File: src/rtl/sram_ctrl_pkg.sv
package sram_ctrl_pkg;

  typedef enum logic [2:0] {
    ST_IDLE,
    ST_RD,
    ST_WSET,
    ST_WPUL,
    ST_WREC
  } ctl_st_e;

  // nanoseconds to cycles, rounded up, never below one
  function automatic int cyc_of(input int ns, input int clk_ns);
    int c;
    c = (ns + clk_ns - 1) / clk_ns;
    return (c < 1) ? 1 : c;
  endfunction

  function automatic int imax(input int a, input int b);
    return (a > b) ? a : b;
  endfunction

endpackage

File: src/rtl/sram_ctrl_timer.sv
module sram_ctrl_timer #(
  parameter int CW = 4
) (
  input  logic          clk_i,
  input  logic          rst_ni,
  input  logic          load_i,
  input  logic [CW-1:0] load_val_i,
  output logic          zero_o
);

  logic [CW-1:0] cnt_q;

  always_ff @(posedge clk_i or negedge rst_ni) begin
    if (!rst_ni)              cnt_q <= '0;
    else if (load_i)          cnt_q <= load_val_i;
    else if (cnt_q != '0)     cnt_q <= cnt_q - 1'b1;
  end

  assign zero_o = (cnt_q == '0);

  // phase lengths rely on a strict one-per-cycle countdown
  p_count_down_r6: assert property (@(posedge clk_i) disable iff (!rst_ni)
    (!load_i && cnt_q != '0) |=> (cnt_q == $past(cnt_q) - 1'b1));

  p_zero_holds_r6: assert property (@(posedge clk_i) disable iff (!rst_ni)
    (!load_i && cnt_q == '0) |=> (cnt_q == '0));

endmodule

File: src/rtl/sram_ctrl_fsm.sv
module sram_ctrl_fsm
  import sram_ctrl_pkg::*;
#(
  parameter int CW    = 4,
  parameter int RD_LD = 5,
  parameter int SU_LD = 1,
  parameter int PU_LD = 4
) (
  input  logic          clk_i,
  input  logic          rst_ni,
  input  logic          req_i,
  input  logic          we_i,
  input  logic          zero_i,
  output logic          load_o,
  output logic [CW-1:0] load_val_o,
  output logic          accept_o,
  output logic          cap_o,
  output logic          ready_o,
  output logic          sel_o,
  output logic          oe_o,
  output logic          we_o,
  output logic          drive_o
);

  ctl_st_e st_q, st_d;
  logic    done;

  always_comb begin
    st_d       = st_q;
    load_o     = 1'b0;
    load_val_o = '0;
    accept_o   = 1'b0;
    cap_o      = 1'b0;
    done       = 1'b0;
    unique case (st_q)
      ST_IDLE: if (req_i) begin
        accept_o = 1'b1;
        load_o   = 1'b1;
        if (we_i) begin
          st_d       = ST_WSET;
          load_val_o = CW'(SU_LD);
        end else begin
          st_d       = ST_RD;
          load_val_o = CW'(RD_LD);
        end
      end
      ST_RD: if (zero_i) begin
        st_d  = ST_IDLE;
        cap_o = 1'b1;
        done  = 1'b1;
      end
      ST_WSET: if (zero_i) begin
        st_d       = ST_WPUL;
        load_o     = 1'b1;
        load_val_o = CW'(PU_LD);
      end
      ST_WPUL: if (zero_i) st_d = ST_WREC;
      ST_WREC: begin
        st_d = ST_IDLE;
        done = 1'b1;
      end
      default: st_d = ST_IDLE;
    endcase
  end

  always_ff @(posedge clk_i or negedge rst_ni) begin
    if (!rst_ni) begin
      st_q    <= ST_IDLE;
      ready_o <= 1'b0;
    end else begin
      st_q    <= st_d;
      ready_o <= done;
    end
  end

  assign sel_o   = (st_q != ST_IDLE);
  assign oe_o    = (st_q == ST_RD);
  assign we_o    = (st_q == ST_WPUL);
  assign drive_o = (st_q == ST_WPUL) || (st_q == ST_WREC);

  p_ready_pulse_r10: assert property (@(posedge clk_i) disable iff (!rst_ni)
    ready_o |=> !ready_o);

  p_pulse_after_setup_r5: assert property (@(posedge clk_i) disable iff (!rst_ni)
    $rose(we_o) |-> ($past(st_q) == ST_WSET));

  p_busy_ignores_req_r2: assert property (@(posedge clk_i) disable iff (!rst_ni)
    (sel_o && req_i) |-> !load_o || (st_q == ST_WSET));

endmodule

File: src/rtl/sram_ctrl_datapath.sv
module sram_ctrl_datapath #(
  parameter int AW = 18,
  parameter int DW = 16,
  parameter int NB = 2
) (
  input  logic          clk_i,
  input  logic          rst_ni,
  input  logic          accept_i,
  input  logic          cap_i,
  input  logic [AW-1:0] addr_i,
  input  logic [DW-1:0] wdata_i,
  input  logic [NB-1:0] be_i,
  input  logic [DW-1:0] dq_i,
  output logic [AW-1:0] addr_o,
  output logic [DW-1:0] wdata_o,
  output logic [NB-1:0] be_o,
  output logic [DW-1:0] rdata_o
);

  always_ff @(posedge clk_i or negedge rst_ni) begin
    if (!rst_ni) begin
      addr_o  <= '0;
      wdata_o <= '0;
      be_o    <= '0;
    end else if (accept_i) begin
      addr_o  <= addr_i;
      wdata_o <= wdata_i;
      be_o    <= be_i;
    end
  end

  for (genvar b = 0; b < NB; b++) begin : g_lane
    always_ff @(posedge clk_i or negedge rst_ni) begin
      if (!rst_ni)    rdata_o[b*8 +: 8] <= '0;
      else if (cap_i) rdata_o[b*8 +: 8] <= be_o[b] ? dq_i[b*8 +: 8] : 8'h00;
    end
  end

  p_capture_masked_r4: assert property (@(posedge clk_i) disable iff (!rst_ni)
    (cap_i && !be_o[0]) |=> (rdata_o[7:0] == 8'h00));

endmodule

File: src/rtl/sram_ctrl.sv
module sram_ctrl
  import sram_ctrl_pkg::*;
#(
  parameter int AW       = 18,
  parameter int DW       = 16,
  parameter int CLK_NS   = 10,
  parameter int T_RC_NS  = 55,
  parameter int T_AA_NS  = 55,
  parameter int T_OE_NS  = 30,
  parameter int T_WC_NS  = 55,
  parameter int T_WP_NS  = 45,
  parameter int T_AW_NS  = 50,
  parameter int T_BW_NS  = 45,
  parameter int T_DW_NS  = 25,
  parameter int T_OHZ_NS = 20
) (
  input  logic          clk_i,
  input  logic          rst_ni,
  input  logic          req_i,
  input  logic          we_i,
  input  logic [AW-1:0] addr_i,
  input  logic [DW-1:0] wdata_i,
  input  logic [1:0]    be_i,
  output logic          ready_o,
  output logic [DW-1:0] rdata_o,
  output logic [AW-1:0] mem_addr_o,
  output logic          mem_ce_no,
  output logic          mem_ce2_o,
  output logic          mem_oe_no,
  output logic          mem_we_no,
  output logic          mem_lb_no,
  output logic          mem_ub_no,
  output logic [DW-1:0] mem_dq_o,
  output logic          mem_dq_oe_o,
  input  logic [DW-1:0] mem_dq_i
);

  localparam int NB     = DW / 8;
  localparam int RD_CYC = imax(imax(cyc_of(T_RC_NS, CLK_NS), cyc_of(T_AA_NS, CLK_NS)),
                               cyc_of(T_OE_NS, CLK_NS));
  localparam int SU_CYC = cyc_of(T_OHZ_NS, CLK_NS);
  localparam int PU_A   = imax(cyc_of(T_WP_NS, CLK_NS), cyc_of(T_DW_NS, CLK_NS));
  localparam int PU_B   = imax(cyc_of(T_AW_NS, CLK_NS), cyc_of(T_BW_NS, CLK_NS)) - SU_CYC;
  localparam int PU_C   = cyc_of(T_WC_NS, CLK_NS) - SU_CYC - 1;
  localparam int PU_CYC = imax(imax(PU_A, PU_B), imax(PU_C, 1));
  localparam int CW     = $clog2(imax(imax(RD_CYC, SU_CYC), PU_CYC)) + 1;

  logic          load, zero, accept, cap;
  logic [CW-1:0] load_val;
  logic          sel, oe, we, drive;
  logic [NB-1:0] be_q;

  sram_ctrl_timer #(.CW(CW)) u_timer (
    .clk_i      (clk_i),
    .rst_ni     (rst_ni),
    .load_i     (load),
    .load_val_i (load_val),
    .zero_o     (zero)
  );

  sram_ctrl_fsm #(
    .CW    (CW),
    .RD_LD (RD_CYC - 1),
    .SU_LD (SU_CYC - 1),
    .PU_LD (PU_CYC - 1)
  ) u_fsm (
    .clk_i      (clk_i),
    .rst_ni     (rst_ni),
    .req_i      (req_i),
    .we_i       (we_i),
    .zero_i     (zero),
    .load_o     (load),
    .load_val_o (load_val),
    .accept_o   (accept),
    .cap_o      (cap),
    .ready_o    (ready_o),
    .sel_o      (sel),
    .oe_o       (oe),
    .we_o       (we),
    .drive_o    (drive)
  );

  sram_ctrl_datapath #(.AW(AW), .DW(DW), .NB(NB)) u_dp (
    .clk_i    (clk_i),
    .rst_ni   (rst_ni),
    .accept_i (accept),
    .cap_i    (cap),
    .addr_i   (addr_i),
    .wdata_i  (wdata_i),
    .be_i     (be_i[NB-1:0]),
    .dq_i     (mem_dq_i),
    .addr_o   (mem_addr_o),
    .wdata_o  (mem_dq_o),
    .be_o     (be_q),
    .rdata_o  (rdata_o)
  );

  assign mem_ce_no   = ~sel;
  assign mem_ce2_o   = sel;
  assign mem_oe_no   = ~oe;
  assign mem_we_no   = ~we;
  assign mem_dq_oe_o = drive;
  assign mem_lb_no   = ~(sel & be_q[0]);
  assign mem_ub_no   = ~(sel & be_q[NB-1]);

  p_standby_r1: assert property (@(posedge clk_i) disable iff (!rst_ni)
    mem_ce_no |-> (!mem_ce2_o && mem_oe_no && mem_we_no && mem_lb_no && mem_ub_no && !mem_dq_oe_o));

  p_no_drive_oe_r7: assert property (@(posedge clk_i) disable iff (!rst_ni)
    mem_dq_oe_o |-> mem_oe_no);

  p_drive_tail_r7: assert property (@(posedge clk_i) disable iff (!rst_ni)
    $rose(mem_we_no) |-> mem_dq_oe_o);

  p_we_oe_excl_r6: assert property (@(posedge clk_i) disable iff (!rst_ni)
    !mem_we_no |-> mem_oe_no);

  p_addr_stable_r9: assert property (@(posedge clk_i) disable iff (!rst_ni)
    (!mem_ce_no && $past(!mem_ce_no)) |-> ($stable(mem_addr_o) && $stable(mem_dq_o)));

  p_end_ready_r10: assert property (@(posedge clk_i) disable iff (!rst_ni)
    $rose(mem_ce_no) |-> ready_o);

endmodule

File: config.mk
export PLATFORM = sky130hd
export DESIGN_NAME = sram_ctrl
export DESIGN_NICKNAME = d
export VERILOG_FILES = /design/src/rtl/sram_ctrl_pkg.sv /design/src/rtl/sram_ctrl_timer.sv /design/src/rtl/sram_ctrl_fsm.sv /design/src/rtl/sram_ctrl_datapath.sv /design/src/rtl/sram_ctrl.sv
export SDC_FILE = /design/constraint.sdc
export NUM_CORES = 1
export LEC_CHECK = 0
export BUFFER_PORTS_ARGS = -buffer_cell sky130_fd_sc_hd__clkbuf_2
export CORE_ASPECT_RATIO = 0.9
export CORE_UTILIZATION = 40
export CTS_CLUSTER_DIAMETER = 100
export DETAILED_ROUTE_END_ITERATION = 10
export PLACE_DENSITY = 0.7
export SLEW_MARGIN = 20
export SYNTH_ARGS = -nofsm -noshare
export SYNTH_HDL_FRONTEND = slang
export SYNTH_HIERARCHICAL = 1
export SYNTH_SLANG_ARGS = --single-unit
export TNS_END_PERCENT = 20
File: constraint.sdc
create_clock -name clk_i -period 4.15 [get_ports clk_i]
set_input_delay 0.83 -clock clk_i [delete_from_list [all_inputs] [get_ports clk_i]]
set_output_delay 0.83 -clock clk_i [all_outputs]
set_load 0.02 [all_outputs]
==> metrics.yaml <==
floorplanning:
  coreArea_mm2: 0.00625
  initial_core_util_pct: 42.5
  rows: 27
  die_y_um: 79.3
  num_io_pins: 114
  dieArea_mm2: 0.00697
  die_w_um: 87.9
logic_synthesis:
  netlist_instances: 205
  syn_area_per_cell_um2: 13.0
  async_flop_share_pct: 100
  synth_top_area_share_pct: 56.5
  yosys.area.top_type: "dfrtp_1"
  synth_edf_count: 0
  seq_area_frac_synth_pct: 56.5
  synth_seq_cells: 60
  synth_area_mm2: 0.00266
  synth_area_leaders: "dfrtp_1 (56%), mux2_4 (17%), o21ai_0 (3.2%)"
  synth-warning-count: 6
  synth_top_flop_cell: "dfrtp_1"
  synth_cell_type_count: 32
worst_setup_path:
  critPathLaunchType: "flip-flop"
  required_ps: 4360
  rr_startpoint: "u_timer/cnt_q[0]"
  critPathCaptureType: "flip-flop"
  cp.arrival_ps: 2730
  r2r-end: "u_timer/cnt_q[3]"
  crit_path_max_fanout: 8
  crit_type: "reg -> reg"
  rr_worst_depth: 7
  crit_path_end: "u_timer/cnt_q[3]"
  r2r_setup_slack_ps: 1620
  startpoint: "u_timer/cnt_q[0]"
detailed_routing:
  postRouteAntennaNets: 0
  wl_mm: 5.40
  vias: 1896
  via_per_inst: 4.62
  avgRoutedWirePerCell_um: 13.2
  route.detailed.drc: 0
  dr.pass1.iters: 4
  drtIter0Drc: 61
clock_network:
  ctsResizeCount: 0
  postCtsHoldBufs: 0
  post_cts_buffers: 0
  clkLatencyLatePin_ps: 330
  cts-root-buf: "clkbuf_8"
  cts_buffers: 9
  ctsHtreeMaxLevel: 3
  clockBufferDepth: 2
  clk_pin_slew_ps: 60
  clock-sinks: 60
  cts_tree: "done"
timing:
  slew_violations: 0
  fin_worst_skew_ps: 7.06
  worst_pin_slew_ps: 836
  slew_headroom_pct: 43.9
  setup_viol: 0
  finalHoldViolations: 0
  tns_ps: 0
  worst_slack_ps: 1620
  min_period_ps: 2530
  period_share_pct: 60.9
  rsz0062_at_grt: "no"
  fmax_mhz: 396
power_and_ir_drop:
  p_leak_uw: 0.00175
  ir_drop_mv: 0.381
  p_per_area_mw_per_mm2: 843
  finalPower_uw: 2890
placement:
  place.port_buffers: 113
  place.gp.congestion: 0.694
  dp_slack_ps: 1620
  dp_hpwl_mm: 3.86
run:
  drv_cap: 0
global_route:
  overflow: 0
  grt_pass1_wl_mm: 8.40
  grtUsageTotal_pct: 16.1
  first_global_vias: 1769
  antenna_found_initial: 0
  grt_max_degree: 37
finish:
  final_cell_mix: "clkbuf_2 (113), dfrtp_1 (60), mux2_4 (30), inv_1 (21), o21ai_0 (17)"
  final_util_pct: 54.8
  nets: 375
  final_common_cell: "clkbuf_2"
  area_growth_pct: 29.0
  num_antenna_cells: 0
  drive_gt1_share_pct: 52.9
hold_path:
  hold_path.class: "reg -> reg"
status:
  status: "finished clean"
-- synthesized netlist by cell type, drive strengths merged, types with 2 or more instances --
| cell | count |
|---|---|
| o21ai | 18 |
| nand3b | 2 |
| nand2 | 6 |
| dfrtp | 60 |
| buf | 10 |
| mux2 | 37 |
| a211oi | 2 |
| a21oi | 3 |
| nor3b | 3 |
| clkbuf | 5 |
| nand3 | 16 |
| nor3 | 4 |
| inv | 21 |
| nor2 | 3 |
| nand2b | 3 |
| mux2i | 2 |
-- registers in the layout (all words and copies together) (netlist names) --
signal	flops
u_dp/be_o	2
u_fsm/ready_o	1
u_dp/addr_o	18
u_fsm/st_q	3
u_dp/rdata_o	16
u_timer/cnt_q	4
u_dp/wdata_o	16
-- per-layer routing --
layer / vias to the layer above / GRT usage [%] / share of wire (%)
li1: 918 / - / -
met1: 897 / 21.2 / 46
met2: 74 / 24.0 / 46
met3: 7 / 4.68 / 6.7
met4: 0 / 7.87 / 0.94
met5: - / 0 / 0
-- cell type report --
cell class / instances / area, um^2
clock buffers: 11 / 131
well taps: 87 / 109
fillers: 550 / 2820
repair buffers: 116 / 588
multi-input cells: 110 / 966
inverters: 21 / 78.8
flip-flops and latches: 60 / 1500
clock inverters: 5 / 52.6
-- worst min path at each step --
stage                     from         endpoint  slack [ps]  cells past startpoint
4_1_cts         u_dp/addr_o[6]   u_dp/addr_o[6]         510                      1
5_1_grt         u_dp/addr_o[7]   u_dp/addr_o[7]         520                      1
3_3_place_gp   u_dp/addr_o[15]  u_dp/addr_o[15]         490                      1
6_report        u_dp/addr_o[1]   u_dp/addr_o[1]         510                      1
2_1_floorplan           rst_ni   u_dp/addr_o[0]         530                      0
3_5_place_dp    u_dp/addr_o[6]   u_dp/addr_o[6]         500                      1
-- power by group --
group	internal (uW)	total (uW)	switching, uW
Clock	275	494	220
Sequential	867	1070	207
Combinational	601	1320	719
Total	1740	2890	1150
-- logic make-up after synthesis --
family | count (synthesis) | synth area share [%]
adder cells (fa/ha/maj) | 1 | 0.471
AO/OA/AOI/OAI | 27 | 5.84
buffers and inverters | 36 | 7.67
XOR/XNOR | 1 | 0.330
multiplexers | 39 | 20.7
flip-flops | 60 | 56.5
other | 1 | 0.141
AND/OR/NAND/NOR | 40 | 8.38
-- critical path, cell delays in order (launching register included) --
cell      delay, ps
dfrtp_1         380
inv_1            90
ha_1            210
nor3b_4         400
nand2_1         170
a211oi_1        710
nor3_1          110
a221o_1         340
-- per-stage QoR --
stage                     std cells  area [um^2]  hold slack, ps
after floorplan                 206         2660             534
after global placement          394         3240             489
after detailed placement        394         3240             496
after CTS                       410         3430             512
after global routing            410         3430             522
final                           410         3430             509
(Power assumes the default switching activity.)
